===== config.mk =====
export PLATFORM = sky130hd
export DESIGN_NAME = vsg_sync_gen
export DESIGN_NICKNAME = d
export VERILOG_FILES = /design/src/rtl/vsg_pkg.sv /design/src/rtl/vsg_hcount.sv /design/src/rtl/vsg_vcount.sv /design/src/rtl/vsg_sync_gen.sv
export SDC_FILE = /design/constraint.sdc
export NUM_CORES = 1
export LEC_CHECK = 0
export ABC_CLOCK_PERIOD_IN_PS = 2000
export BUFFER_PORTS_ARGS = -buffer_cell sky130_fd_sc_hd__buf_2
export CAP_MARGIN = 20
export CORE_MARGIN = 2
export CORE_UTILIZATION = 26
export DETAILED_ROUTE_END_ITERATION = 6
export PLACE_DENSITY = 0.53
export SYNTH_ARGS = -nofsm -noshare
export SYNTH_HDL_FRONTEND = slang
export SYNTH_SLANG_ARGS = --single-unit

===== constraint.sdc =====
create_clock -name clk -period 2 [get_ports clk]
set_input_delay 0.4 -clock clk [delete_from_list [all_inputs] [get_ports clk]]
set_output_delay 0.4 -clock clk [all_outputs]
set_load 0.03 [all_outputs]

===== src/rtl/vsg_pkg.sv =====
package vsg_pkg;
  typedef enum logic [1:0] {
    RATE_50  = 2'd0,
    RATE_60  = 2'd1,
    RATE_70  = 2'd2,
    RATE_ALT = 2'd3
  } rate_e;

  function automatic int max3(input int a, input int b, input int c);
    int m;
    m = (a > b) ? a : b;
    return (m > c) ? m : c;
  endfunction
endpackage


===== src/rtl/vsg_hcount.sv =====
// Horizontal counter: runs up to all-ones, then reloads from the restart value,
// optionally with the top bit forced (half-length line).
module vsg_hcount #(
  parameter int HW     = 7,
  parameter int HS_LEN = 8
) (
  input  logic          clk,
  input  logic          rst_n,
  input  logic [HW-1:0] restart,
  input  logic          mid_req,
  output logic [HW-1:0] hcnt,
  output logic          reload,
  output logic          hsync,
  output logic          line_start
);
  localparam logic [HW-1:0] MAXV       = '1;
  localparam logic [HW-1:0] MID        = {1'b1, {(HW-1){1'b0}}};
  localparam int            HS_FIRST_I = (2 ** HW) - HS_LEN;
  localparam logic [HW-1:0] HS_FIRST   = HS_FIRST_I[HW-1:0];

  assign reload = (hcnt == MAXV);
  assign hsync  = (hcnt >= HS_FIRST);

  always_ff @(posedge clk or negedge rst_n) begin
    if (!rst_n) begin
      hcnt       <= '0;
      line_start <= 1'b0;
    end else begin
      line_start <= reload;
      if (reload) hcnt <= restart | (mid_req ? MID : '0);
      else        hcnt <= hcnt + 1'b1;
    end
  end
endmodule


===== src/rtl/vsg_vcount.sv =====
// Line counter, field parity and interlace request timing.
module vsg_vcount #(
  parameter int VW       = 9,
  parameter int VS_LINES = 3,
  parameter bit LATE_REQ = 1'b0
) (
  input  logic          clk,
  input  logic          rst_n,
  input  logic          reload,
  input  logic [VW-1:0] last_line,
  input  logic          ilace_ok,
  output logic [VW-1:0] vcnt,
  output logic          vsync,
  output logic          parity,
  output logic          ilace_req
);
  localparam logic [VW-1:0] VS_END = VS_LINES[VW-1:0];

  logic field_end;
  assign field_end = reload && (vcnt >= last_line);
  assign vsync     = (vcnt < VS_END);

  always_ff @(posedge clk or negedge rst_n) begin
    if (!rst_n) begin
      vcnt   <= '0;
      parity <= 1'b0;
    end else if (reload) begin
      vcnt <= field_end ? '0 : vcnt + 1'b1;
      if (field_end) parity <= ~parity;
    end
  end

  generate
    if (LATE_REQ) begin : g_late
      // Trailing copy of the parity; the request shows up one cycle after the reload.
      logic parity_d;
      always_ff @(posedge clk or negedge rst_n) begin
        if (!rst_n) parity_d <= 1'b0;
        else        parity_d <= parity;
      end
      assign ilace_req = ilace_ok && !parity && parity_d;
    end else begin : g_ontime
      // Parity is about to fall on this reload: request lands on the reload cycle.
      assign ilace_req = ilace_ok && field_end && parity;
    end
  endgenerate
endmodule


===== src/rtl/vsg_sync_gen.sv =====
module vsg_sync_gen
  import vsg_pkg::*;
#(
  parameter int HW       = 7,
  parameter int HS_LEN   = 8,
  parameter int LEN50    = 128,
  parameter int LEN60    = 127,
  parameter int LEN70    = 56,
  parameter int LINES50  = 313,
  parameter int LINES60  = 263,
  parameter int LINES70  = 501,
  parameter int VS_LINES = 3,
  parameter bit LATE_REQ = 1'b0
) (
  input  logic       clk,
  input  logic       rst_n,
  input  logic [1:0] rate_sel,
  input  logic       lowres,
  input  logic       ilace_en,
  input  logic       ext_sel,
  input  logic       ext_hsync,
  input  logic       ext_vsync,
  output logic       hsync,
  output logic       vsync,
  output logic       field,
  output logic       line_start
);
  localparam int VW     = $clog2(max3(LINES50, LINES60, LINES70));
  localparam int RS50_I = (2 ** HW) - LEN50;
  localparam int RS60_I = (2 ** HW) - LEN60;
  localparam int RS70_I = (2 ** HW) - LEN70;
  localparam int LL50_I = LINES50 - 1;
  localparam int LL60_I = LINES60 - 1;
  localparam int LL70_I = LINES70 - 1;

  rate_e         rate;
  logic [HW-1:0] restart;
  logic [VW-1:0] last_line;
  logic [HW-1:0] hcnt;
  logic [VW-1:0] vcnt;
  logic          reload, int_hs, int_ls, int_vs, parity, ilace_req, ilace_ok;
  logic          ext_h_q, ext_ls;

  assign rate = rate_e'(rate_sel);

  always_comb begin
    case (rate)
      RATE_60: begin restart = RS60_I[HW-1:0]; last_line = LL60_I[VW-1:0]; end
      RATE_70: begin restart = RS70_I[HW-1:0]; last_line = LL70_I[VW-1:0]; end
      default: begin restart = RS50_I[HW-1:0]; last_line = LL50_I[VW-1:0]; end
    endcase
  end

  assign ilace_ok = lowres && ilace_en && !ext_sel;

  vsg_hcount #(.HW(HW), .HS_LEN(HS_LEN)) u_h (
    .clk(clk), .rst_n(rst_n), .restart(restart), .mid_req(ilace_req),
    .hcnt(hcnt), .reload(reload), .hsync(int_hs), .line_start(int_ls)
  );

  vsg_vcount #(.VW(VW), .VS_LINES(VS_LINES), .LATE_REQ(LATE_REQ)) u_v (
    .clk(clk), .rst_n(rst_n), .reload(reload), .last_line(last_line),
    .ilace_ok(ilace_ok), .vcnt(vcnt), .vsync(int_vs), .parity(parity),
    .ilace_req(ilace_req)
  );

  // External sync: line strobe from the registered rising edge of ext_hsync.
  always_ff @(posedge clk or negedge rst_n) begin
    if (!rst_n) begin
      ext_h_q <= 1'b0;
      ext_ls  <= 1'b0;
    end else begin
      ext_h_q <= ext_hsync;
      ext_ls  <= ext_hsync && !ext_h_q;
    end
  end

  assign hsync      = ext_sel ? ext_hsync : int_hs;
  assign vsync      = ext_sel ? ext_vsync : int_vs;
  assign line_start = ext_sel ? ext_ls    : int_ls;
  assign field      = parity;
endmodule


# Word level (Yosys, flattened, before mapping)
# Index checks and enable logic that the tools add are counted.
totals:
  out_inout_bits: 4
  input_bits: 9
  word_cells: 33
  regBits: 20
classes:
  bitwise: 2
  add_sub_neg: 2
  magnitude_cmp: 3
  reduce_logical: 9
  eq_ne: 3
  muxes: 8
op_table:
  columns: ["cell", "count"]
  rows:
  - ["case mux 8 bit (2 select lines)", 1]
  - ["two-way mux 7 bit", 2]
  - ["case mux 7 bit (2 select lines)", 1]
  - ["adder 9 x 1 -> 9 bit (second input constant)", 1]
  - ["greater-or-equal comparator 9 bit", 1]
  - ["< comparator 9 x 2 -> 1 bit (second input constant)", 1]
  - ["two-way mux 9 bit", 1]
  - ["adder 7 x 1 -> 7 bit (second input constant)", 1]
  - ["equality test 7 bit (second input constant)", 1]
  - ["greater-or-equal comparator 7 bit (second input constant)", 1]
  - ["bitwise OR 7 bit", 1]
  - ["logical AND 1 bit", 6]
  - ["two-way mux 1 bit", 3]
  - ["equality test 2 x 1 -> 1 bit (second input constant)", 1]
  - ["equality test 2 bit (second input constant)", 1]
  - ["logical NOT 1 bit", 2]
  - ["AND reduction 2 bit", 1]
  - ["inverter 1 bit", 1]

# Logic depth before layout (Yosys ltp)
# Gate-level depths: netlist (run 1).
depth:
  ltp_word: 9
  depth_mapped: 10
  mapped_depth_nobuf: 10

# Cells and area by module
# A second synthesis (run 1) with hierarchy kept.
unflattened:
  hier_cells: 138
  area_unflattened_um2: 1323.8
modules_own_cells:
  columns: ["mod", "cells_each", "area_each_um2", "instances", "seq_area_each_um2"]
  rows:
  - ["vsg_vcount", 82, 729.4, 1, 250.2]
  - ["vsg_hcount", 40, 434.2, 1, 200.2]
  - ["vsg_sync_gen", 16, 160.2, 1, 50.0]

# Least setup slack after synthesis (run 1)
# OpenSTA, ideal clock, no wires.
synth_timing:
  path_kind: "input port to flip-flop"
  startpoint: "input port rate_sel[0]"
  endpoint: "register u_v.vcnt[7]"
  n_path_buf: 0
  slack_ps: -200
  arrival_ps: 2099
  setup_ps: 101
  cell_stages: 9
  required_ps: 1899
  cell_sequence: "inv_1 > ha_1 > ha_1 > o21ai_0 > a31oi_1 > a211oi_1 > o21a_4 > nand2_4 > o311ai_2"
synth_via:
  elab_chain_cells: 5
  word_cells_on_any_way: 6
  classes_between: "order compare (1); eq/ne (2); mux (2); reduce/logical (1)"
synth_lines:
  columns: ["item", "line", "source"]
  rows:
  - ["from (decl)", "vsg_sync_gen.sv:17", "input logic [1:0] rate_sel,"]
  - ["equality test 2 bit / equality test 2 x 1 -> 1 bit (equally long branches)", "vsg_sync_gen.sv:47", "case (rate)"]
  - ["case mux 8 bit (2 select lines) *", "vsg_sync_gen.sv:47", null]
  - ["greater-or-equal comparator 9 bit *", "vsg_vcount.sv:20", "assign field_end = reload && (vcnt >= last_line);"]
  - ["logical AND 1 bit *", "vsg_vcount.sv:20", null]
  - ["two-way mux 9 bit *", "vsg_vcount.sv:28", "vcnt <= field_end ? '0 : vcnt + 1'b1;"]
  - ["to (signal assigned)", "vsg_vcount.sv:28", null]
  - ["to (decl)", "vsg_vcount.sv:12", "output logic [VW-1:0] vcnt,"]
# Every way passes the cells marked *; elsewhere a longest branch is shown, timed or not.
# A chain may end at the register's enable or synchronous reset.

# Final worst setup path (run 1)
# Ends and elaborated chain as after synthesis.

==> run metrics, run 1 <==
CTS HTree Levels=1; final hold vios=0; metal3 WL=46 µm; PwrDens=764 nW/µm²; number of global-route vias before repair=1096; Row Count=25; vias per std cell=4.98; WS Path Type=in -> reg; FFs w/ async S/R, synth=100%; starting DRC count in detailed routing=38; FF+latch count, synth=20; met2 routed WL=1490 µm; Pwr Total=1280 µW; Netlist cell types=38; Tmin final=1.95 ns; post-synth net total=150; largest family of logic cells by synthesized area=simple AND/OR/NAND/NOR gates; Setup WS post-layout=0.0464 ns; effective utilization at floorplan=26.4%; critical-path maximum fanout=6; Adder-Cell Fraction of Synth Area=11.2%; largest net degree at the start of global routing=21; die height=72.9 µm; area share of the largest cell type after synthesis=40.6%; Clock Skew=0.00364 ns; IO Pins=13; outcome=finished, final reports clean; top_reg_cell synth=dfrtp_1; Rel. slew slack=70.2%; total CTS buffers=3; CP arrival=2.08 ns; Die Area=5310 µm²; Worst R2R Path Depth=6; Post-Syn Instances=130; DRT Pass-1 Iters=4; Post-synth EDFFs=0; Fin Hold WS=0.0869 ns; FF+latch area=504 µm²; compound-gate portion of the synthesized area=17.1%; layout cells sized above 1=38.9%; Peak Freq=512 MHz; Overall Global Routing Usage=12.4%; Die X-Extent=72.9 µm; fin. max-slew vios=0; multiplexer share of the synthesized area=1.83%; Mapped Avg Cell Area=9.48 µm²; Max IR drop VDD=0.277 mV; Lkg Pwr=0.000741 µW; final setup fails=0; Routed Antenna Nets=0; Vias=1051; TritonCTS clock tree=built; Post-Syn Area=1230 µm²; worst hold path class=in -> async; Area Growth Syn to Fin=36.2%; pre-CTS WS=-0.342 ns; port buffer count=12; Worst Setup Start Kind=input port; Yosys top cell by area=dfrtp_1; CP Capture Type=flip-flop; required time of the critical path=2.13 ns; Ys Warns=0; clk buf depth=2; ant diodes=0; total grt overflow=0; first-pass GRT wire length=5080 µm; sequential-to-total area share from yosys stat=40.6%; Layout Nets=178; DRC=0; hpwl dp=2150 µm; initial antenna violation count=0; clk root buf=clkbuf_8; routed wire length=2960 µm; fill cell total of the finished layout=472; drt wl/cell=14.0 µm; cts hold-fix bufs=0; period utilisation layout=97.7%; CTS Sinks=20; Max-Cap Viols=0; clk slew on worst S/H paths=0.07 ns; Slew @ Worst Pin=0.448 ns; post-synthesis share of cell area spent on xor and xnor gates=4.26%; met1 wire length=1400 µm; Clk Latency, worst-skew pair=0.25 ns; max layer used=met4; synth top area cells=dfrtp_1 41%, ha_1 11%, o21ai_0 4.5%, nand3_1 4.1%, nand2_1 3.0%; area of the multi-input gates=827 µm²; simple logic cell fraction of the synthesized area=20.7%; RePlAce Congestion=0.796; area of the core=4660 µm²
-- cell type report --
cell class / instances / area share (%)
Sequential cell: 20 / 30.0
Multi-Input combinational cell: 97 / 49.3
Inverter: 10 / 2.76
Tap cell: 54 / 4.02
Timing Repair Buffer: 26 / 10.7
Clock buffer: 4 / 3.28
-- stage by stage --
| stage | utilization (%) | cell area (µm²) | instances | TNS, ns |
|---|---|---|---|---|
| after global placement | 30.9 | 1440 | 205 | -3.07 |
| final | 36.0 | 1680 | 211 | 0 |
| after CTS | 34.1 | 1590 | 210 | 0 |
| after detailed placement | 30.9 | 1440 | 205 | -3.16 |
| after floorplan | - | 1240 | 130 | -0.00780 |
| after global routing | 36.0 | 1680 | 211 | -0.0575 |
-- cells in the mapped netlist, drive strengths merged (2+ instances only) --
library cell  count
o2bb2ai           3
ha               11
o21ai            13
inv               9
buf               2
nand3            10
and3              4
o21a              2
o311ai            3
xnor2             3
nor4              2
xor2              3
mux2              2
dfrtp            20
nand2b            6
nor2b             2
nor2              8
nand2            11
a21oi             4
-- where the power goes --
| part | leakage, µW | total (µW) | switching, µW | internal [µW] |
|---|---|---|---|---|
| logic | 0.000476 | 390 | 196 | 194 |
| registers | 0.000236 | 591 | 92.2 | 499 |
| clock network | 0.0000288 | 302 | 127 | 175 |
| total | 0.000741 | 1280 | 415 | 867 |
-- state kept, by name (all words and copies together) (netlist names) --
name / count
u_h.hcnt: 7
u_v.vcnt: 9
u_v.parity: 1
ext_ls: 1
ext_h_q: 1
u_h.line_start: 1
-- metal layers --
layer  track usage, %  vias to the layer above
li1                 -                      517
met1             16.2                      511
met2             21.1                       21
met3             1.24                        2
met4             4.32                        0
met5                0                        -
-- path summary, 6_finish.rpt --
kind | start | slack [ns] | to
min | rst_n | 0.09 | ext_h_q
max reg2reg | u_v.vcnt[6] | 0.10 | u_v.vcnt[7]
min reg2reg | ext_h_q | 0.40 | ext_ls
min in group clk | ext_hsync | 0.28 | ext_h_q
max in group asynchronous | rst_n | 1.58 | u_v.vcnt[0]
max | rate_sel[0] | 0.05 | u_v.vcnt[7]
-- kinds of logic (layout without fill, tap and decap cells) --
family | after synthesis | after routing
xor+xnor | 6 | 6
buf+inv | 13 | 40
flops | 20 | 20
fa+ha+maj | 11 | 11
simple gates | 48 | 48
mux | 2 | 2
compound gates | 30 | 30
-- worst max-delay path, stage by stage --
cell and delay (ns):
buf_8 0.11, inv_4 0.05, ha_4 0.15, inv_4 0.05, ha_4 0.26, nand3_2 0.08
or4_4 0.45, o21a_4 0.29, nand3_1 0.14, o311ai_4 0.11
-- layout by cell type (no fill, tap or decap), drive strengths merged, types with 2 or more instances in the layout --
cell type  instances
nand3             10
nor2b              2
nand2b             6
o21ai             13
nor4               2
dfrtp             20
mux2               2
ha                11
clkbuf             4
o2bb2ai            3
xor2               3
a21oi              4
buf               26
nor2               8
nand2             11
o311ai             3
and3               4
xnor2              3
inv                9
o21a               2
-- what timing repair did --
item | 4_1_cts | 5_1_grt
buffers inserted | 1 | 1
gates resized for setup | 15 | 19
pin swaps | 6 | 6
setup endpoints to repair | 7 | 11
hold endpoints to repair | 0 | 0
Note: power is estimated with default switching activity, not from simulation.
==> run 2: changes to the inputs <==
- ABC_AREA: unset -> 1
- CORE_UTILIZATION: 26 -> 40
- PLACE_DENSITY: 0.53 -> 0.7
==> run 2 against run 1 <==
- count of clock-buffer cells in the layout down 1
- final cell count up 11%
- sequential cell count unchanged
==> run metrics, run 2 <==
outcome=finished, final reports clean; global routing usage on met1=21.1% (+4.9 points); area share of the largest cell type after synthesis=38.3% (-2.3 points); Vias=1094 (+4.1%); first-pass GRT wire length=4470 µm (-12%); Core Util, Final=48.2% (+12 points); effective utilization at floorplan=42.4% (+16 points); most common cell in the netlist=nand2_1; starting DRC count in detailed routing=44 (+16%); top_reg_cell synth=dfrtp_1; final setup fails=0 (unchanged); vias per std cell=4.66 (-6.5%); routed wire length=2480 µm (-16%); Peak Freq=517 MHz (+1.1%); port buffer count=12 (unchanged); Clk pwr share=21.7% (-1.8 points); post-synth net total=195 (+30%); final std cells w/o fill=235 (+11%); Regs by FF count=u_v.vcnt x9, u_h.hcnt x7; layout cells sized above 1=15.7% (-23 points); Clock Skew=0.00321 ns (-0.000430 ns); CP arrival=1.53 ns (-0.55 ns); RePlAce Congestion=0.785 (-1.3%); CP Capture Type=primary output; CTS HTree Levels=1 (unchanged); Post-Syn Instances=175 (+35%); ant diodes=0 (unchanged); Post-Syn Area=1310 µm² (+6.0%); WS Path Type=reg -> out; worst hold path class=in -> async; Post-synth EDFFs=0 (unchanged); Placed Area=1430 µm² (-0.78%); unrepaired setup endpoints after global routing=no; cts hold-fix bufs=0 (unchanged); Tmin final=1.93 ns (-0.0204 ns); r2r startpoint=u_v.vcnt[7]; net switching fraction of the power=38.5% (+6.2 points); Area Growth Syn to Fin=13.5%; area of the core=3080 µm² (-34%); synth top area cells=dfrtp_1 38%, nand2_1 14%, ha_1 11%, inv_1 8.9%, nor2_1 5.2%; DRC=0 (unchanged); most common cell after layout, fill and taps aside=nand2_1; Worst Setup Start Kind=flip-flop; period utilisation layout=96.7% (-1.0 points); IO Pins=13 (unchanged); drt wl/cell=10.6 µm (-25%); Overall Global Routing Usage=16.0% (+3.7 points); initial antenna violation count=0 (unchanged); Yosys top cell by area=dfrtp_1; FFs w/ async S/R, synth=100% (unchanged); GR peak layer=met2; dpl cells=231 (+13%); CTS Sinks=20 (unchanged); FF-to-FF End=u_v.vcnt[4]; FF+latch count, synth=20 (unchanged); total grt overflow=0 (unchanged); Max IR drop VDD=0.675 mV (+140%); Row Count=20 (-20%); Worst R2R Path Depth=10 (+4); Netlist cell types=23 (-39%); Fin Hold WS=0.0172 ns (-0.0697 ns); largest reg by FF count=u_v.vcnt; Ys Warns=0 (unchanged); fin. max-slew vios=0 (unchanged); GR Util met2=26.0% (+4.9 points); Max-Cap Viols=0 (unchanged); Routed Antenna Nets=0 (unchanged); commonest non-fill, non-tap cells in the layout=50 x nand2_1, 30 x inv_1, 20 x dfrtp_1; clk buf depth=2 (unchanged); DRT Pass-1 Iters=4 (unchanged); commonest cells in the netlist=50 x nand2_1, 31 x inv_1, 20 x dfrtp_1; Layout Nets=212 (+19%); number of flip-flops in the largest register=9 (unchanged); Flop pwr share=42.6% (-3.5 points); Int Pwr=934 µW (+7.7%); Mapped Avg Cell Area=7.46 µm² (-21%); sequential-to-total area share from yosys stat=38.3% (-2.3 points); Lkg Pwr=0.000829 µW (+12%); final hold vios=0 (unchanged); critical-path maximum fanout=4 (-2); clk root buf=clkbuf_4; number of global-route vias before repair=1055 (-3.7%); Pwr Total=1520 µW (+18%); largest net degree at the start of global routing=21 (unchanged); Final Instance Area=1480 µm² (-12%); clk slew on worst S/H paths=0.12 ns (+0.05 ns); Switch Pwr=585 µW (+41%); Slew @ Worst Pin=0.426 ns (-0.0216 ns); die height=61.1 µm (-16%); Die Area=3740 µm² (-30%); required time of the critical path=1.60 ns (-0.53 ns); CTS resizes=0 (-15); TritonCTS clock tree=built; Comb pwr share=35.7% (+5.3 points); total CTS buffers=3 (unchanged); hpwl dp=1940 µm (-9.7%); GR Util met3=2.73% (+1.5 points); Rel. slew slack=71.6% (+1.4 points); Clk Latency, worst-skew pair=0.30 ns (+0.05 ns); PwrDens=1020 nW/µm² (+34%); Post-CTS Setup Bufs=0 (-1); FF-to-FF setup slack=0.26 ns (+0.16 ns); Die X-Extent=61.1 µm (-16%)
-- run 2: critical path: stages, from the launching register on --
cell	delay, ns
dfrtp_1	0.43
inv_1	0.14
nand3_1	0.11
o41ai_2	0.33
buf_4	0.22
-- run 2: worst max path at each step --
stage                     start          end  slack, ns  depth (start not counted)
floorplan           rate_sel[0]  u_v.vcnt[2]       0.23                         12
global placement    rate_sel[0]  u_v.vcnt[3]       0.01                         14
detailed placement  rate_sel[0]  u_v.vcnt[4]      -0.02                         14
CTS                 u_v.vcnt[3]        vsync       0.02                          4
global route        u_v.vcnt[2]        vsync       0.02                          4
finish              u_v.vcnt[8]        vsync       0.07                          4
-- run 2: cell families after synthesis --
group | after synthesis | synth area share (%)
AOI/OAI and AO/OA | 9 | 3.83
xor gates and xnor gates | 6 | 4.02
adders and majority gates | 11 | 10.5
buffers and inverters | 35 | 11.0
DFF | 20 | 38.3
and+or+nand+nor | 94 | 32.3
-- run 2: layer usage --
layer,wire [µm],part of all wire (%)
met5,0,0
met3,61,2.5
met2,1250,50
met4,19,0.77
met1,1150,46
-- run 2: stage by stage --
stage                     TNS (ns)  setup slack [ns]
final                            0            0.0669
after global routing             0            0.0247
after floorplan                  0             0.231
after detailed placement   -0.0533           -0.0167
after CTS                        0            0.0161
after global placement           0           0.00958
-- run 2: final cells by class --
| cell class | instances | area, µm² |
|---|---|---|
| fill | 309 | 1600 |
| multi-input combinational | 120 | 669 |
| sequential | 20 | 500 |
| inverter | 32 | 120 |
| timing repair buffer | 15 | 85.1 |
| tap | 44 | 55.1 |
| clock inverter | 1 | 30.0 |
| clock buffer | 3 | 22.5 |
-- run 2: power by group through the flow --
stage	registers (µW)	logic, µW	clock network (µW)
floorplan	615	452	0
global placement	653	528	0
detailed placement	654	536	0
CTS	645	544	338
global route	667	642	353
finish	647	543	330
==> run 3: changes to the inputs <==
- BUFFER_PORTS_ARGS: -buffer_cell sky130_fd_sc_hd__buf_2 -> unset
- DONT_BUFFER_PORTS: unset -> 1
- PLACE_DENSITY: 0.7 -> 0.66
==> run 3 against run 2 <==
- via count decreased by 2.2%
- cell area decreased by 3.4%
- first-iteration DRC count decreased by 14%
- sequential cell count unchanged
- critical path depth unchanged
- die area unchanged
- power decreased by 0.43%
- largest cell class unchanged
- largest power group unchanged
- highest routed layer unchanged
==> run metrics, run 3 (synthesis gave the netlist of run 2 again) <==
Area Growth Syn to Fin=9.67%; Crit-path slowest cell=dfrtp_2; clk root buf=clkbuf_4; routed wire length=2570 µm (+3.7%); IO Pins=13 (unchanged); vias per std cell=4.78 (+2.6%); crit-path cells=inv_1, nand4_1, o41ai_2, buf_4; Tmin final=1.90 ns (-0.0293 ns); commonest non-fill, non-tap cells in the layout=50 x nand2_1, 29 x inv_1, 18 x nor2_1, 18 x dfrtp_1; CP arrival=1.50 ns (-0.03 ns); Vias=1070 (-2.2%); final setup fails=0 (unchanged); starting DRC count in detailed routing=38 (-14%); area of the core=3080 µm² (unchanged); CP peak stage delay=0.47 ns (+0.04 ns); unrepaired setup endpoints after global routing=no; Die X-Extent=61.1 µm (unchanged); DRC=0 (unchanged); Routed Antenna Nets=0 (unchanged); PwrDens=1060 nW/µm² (+3.1%); Regs by FF count=u_v.vcnt x9, u_h.hcnt x7; clk slew on worst S/H paths=0.12 ns (about the same); total grt overflow=0 (unchanged); worst hold path class=in -> reg; number of global-route vias before repair=1062 (+0.66%); layout cells sized above 1=11.7% (-4.0 points); Layout Nets=201 (-5.2%); Worst Setup Start Kind=flip-flop; Lkg Pwr=0.000778 µW (-6.1%); TritonCTS clock tree=built; outcome=finished, final reports clean; start point of the critical path=u_v.vcnt[2]; period utilisation layout=95.2% (-1.5 points); final hold vios=0 (unchanged); clk buf depth=2 (unchanged); CTS Sinks=20 (unchanged); Slew @ Worst Pin=0.881 ns (+0.455 ns); critical-path maximum fanout=5 (+1); Clk Latency, worst-skew pair=0.30 ns (about the same); largest net degree at the start of global routing=21 (unchanged); Peak Freq=525 MHz (+1.5%); Overall Global Routing Usage=16.4% (+0.33 points); Row Count=20 (unchanged); port buffer count=0 (-12); drt wl/cell=11.5 µm (+8.8%); most common cell after layout, fill and taps aside=nand2_1; CP Capture Type=primary output; Die Area=3740 µm² (unchanged); Core Util, Final=46.5% (-1.6 points); WS Path Type=reg -> out; fin. max-slew vios=0 (unchanged); setup TNS=0 ns (unchanged); RePlAce Congestion=0.835 (+6.3%); Post-CTS Setup Bufs=0 (unchanged); required time of the critical path=1.60 ns (about the same); effective utilization at floorplan=42.4% (unchanged); total CTS buffers=3 (unchanged); Hold Path Origin=ext_hsync; initial antenna violation count=0 (unchanged); Rel. slew slack=41.1% (-31 points); Clock Skew=0.0152 ns (+0.0120 ns); hpwl dp=2030 µm (+4.8%); r2r startpoint=u_v.vcnt[7]; CTS HTree Levels=1 (unchanged); ant diodes=0 (unchanged); Max-Cap Viols=0 (unchanged); Max IR drop VDD=0.582 mV (-14%); number of flip-flops in the largest register=9 (unchanged); first-pass GRT wire length=4590 µm (+2.6%); die height=61.1 µm (unchanged); DRT Pass-1 Iters=4 (unchanged); largest reg by FF count=u_v.vcnt
==> run 3: changes by cell type in the layout (fill, tap and decap cells not counted) <==
cell,before,now
dfrtp_2,0,2
inv_1,30,29
buf_4,4,3
inv_2,2,3
dlygate4sd3_1,0,1
dfrtp_1,20,18
buf_2,11,0
==> run 3: stage by stage <==
step	hold slack, ns	instance area, µm²	instances	setup slack [ns]	power, µW
4_1_cts	0.0970	1430	224	0.0357	1520
2_1_floorplan	0.104	1310	175	0.231	1070
5_1_grt	0.0869	1430	224	0.00227	1650
6_report	0.105	1430	224	0.0961	1510
3_3_place_gp	0.105	1370	219	0.126	1150
3_5_place_dp	0.105	1370	219	0.0647	1180
==> run 3: metal layers <==
layer	wire (µm)	track usage [%]	vias to the layer above	share of wire, %
met1	1290	22.3	493	50
met3	96	2.10	4	3.7
li1	-	-	549	-
met5	0	0	-	0
met2	1150	26.0	24	45
met4	34	7.45	0	1.3
==> run 3: worst paths after layout <==
| path | cells after the start | slack [ns] | end |
|---|---|---|---|
| setup / recovery | 4 | 0.1 | vsync |
| hold / removal | 0 | 0.10 | ext_h_q |
| setup reg to reg | 10 | 0.24 | u_v.vcnt[2] |
| hold reg to reg | 1 | 0.42 | ext_ls |
| max in group asynchronous | 1 | 0.74 | u_v.vcnt[2] |
| min in group asynchronous | 1 | 0.64 | u_h.hcnt[4] |
==> run 3: repair_timing <==
action,CTS,global route
resized for setup,1,3
endpoints found under the setup margin,1,1
cloned,0,0
endpoints found under the hold margin,20,0
pin swaps,0,0
hold buffers,1,0
==> run 3: final cells by class <==
cell class,instances,area (µm²)
clock inverter,1,30.0
sequential,20,503
clock buffer,3,22.5
tap,44,55.1
timing repair buffer,4,32.5
multi-input combinational,120,669
inverter,32,120
fill,312,1650
==> run 3: critical path: cells and delay by family (launching register included) <==
kind	cells	cell delay, ns
flops	1	0.47
buf+inv	2	0.35
compound gates	1	0.24
simple gates	1	0.15
==> run 3: power breakdown <==
part | switching, µW | total, µW | internal [µW]
registers | 152 | 680 | 528
logic | 309 | 504 | 195
clock network | 127 | 329 | 203
total | 588 | 1510 | 925
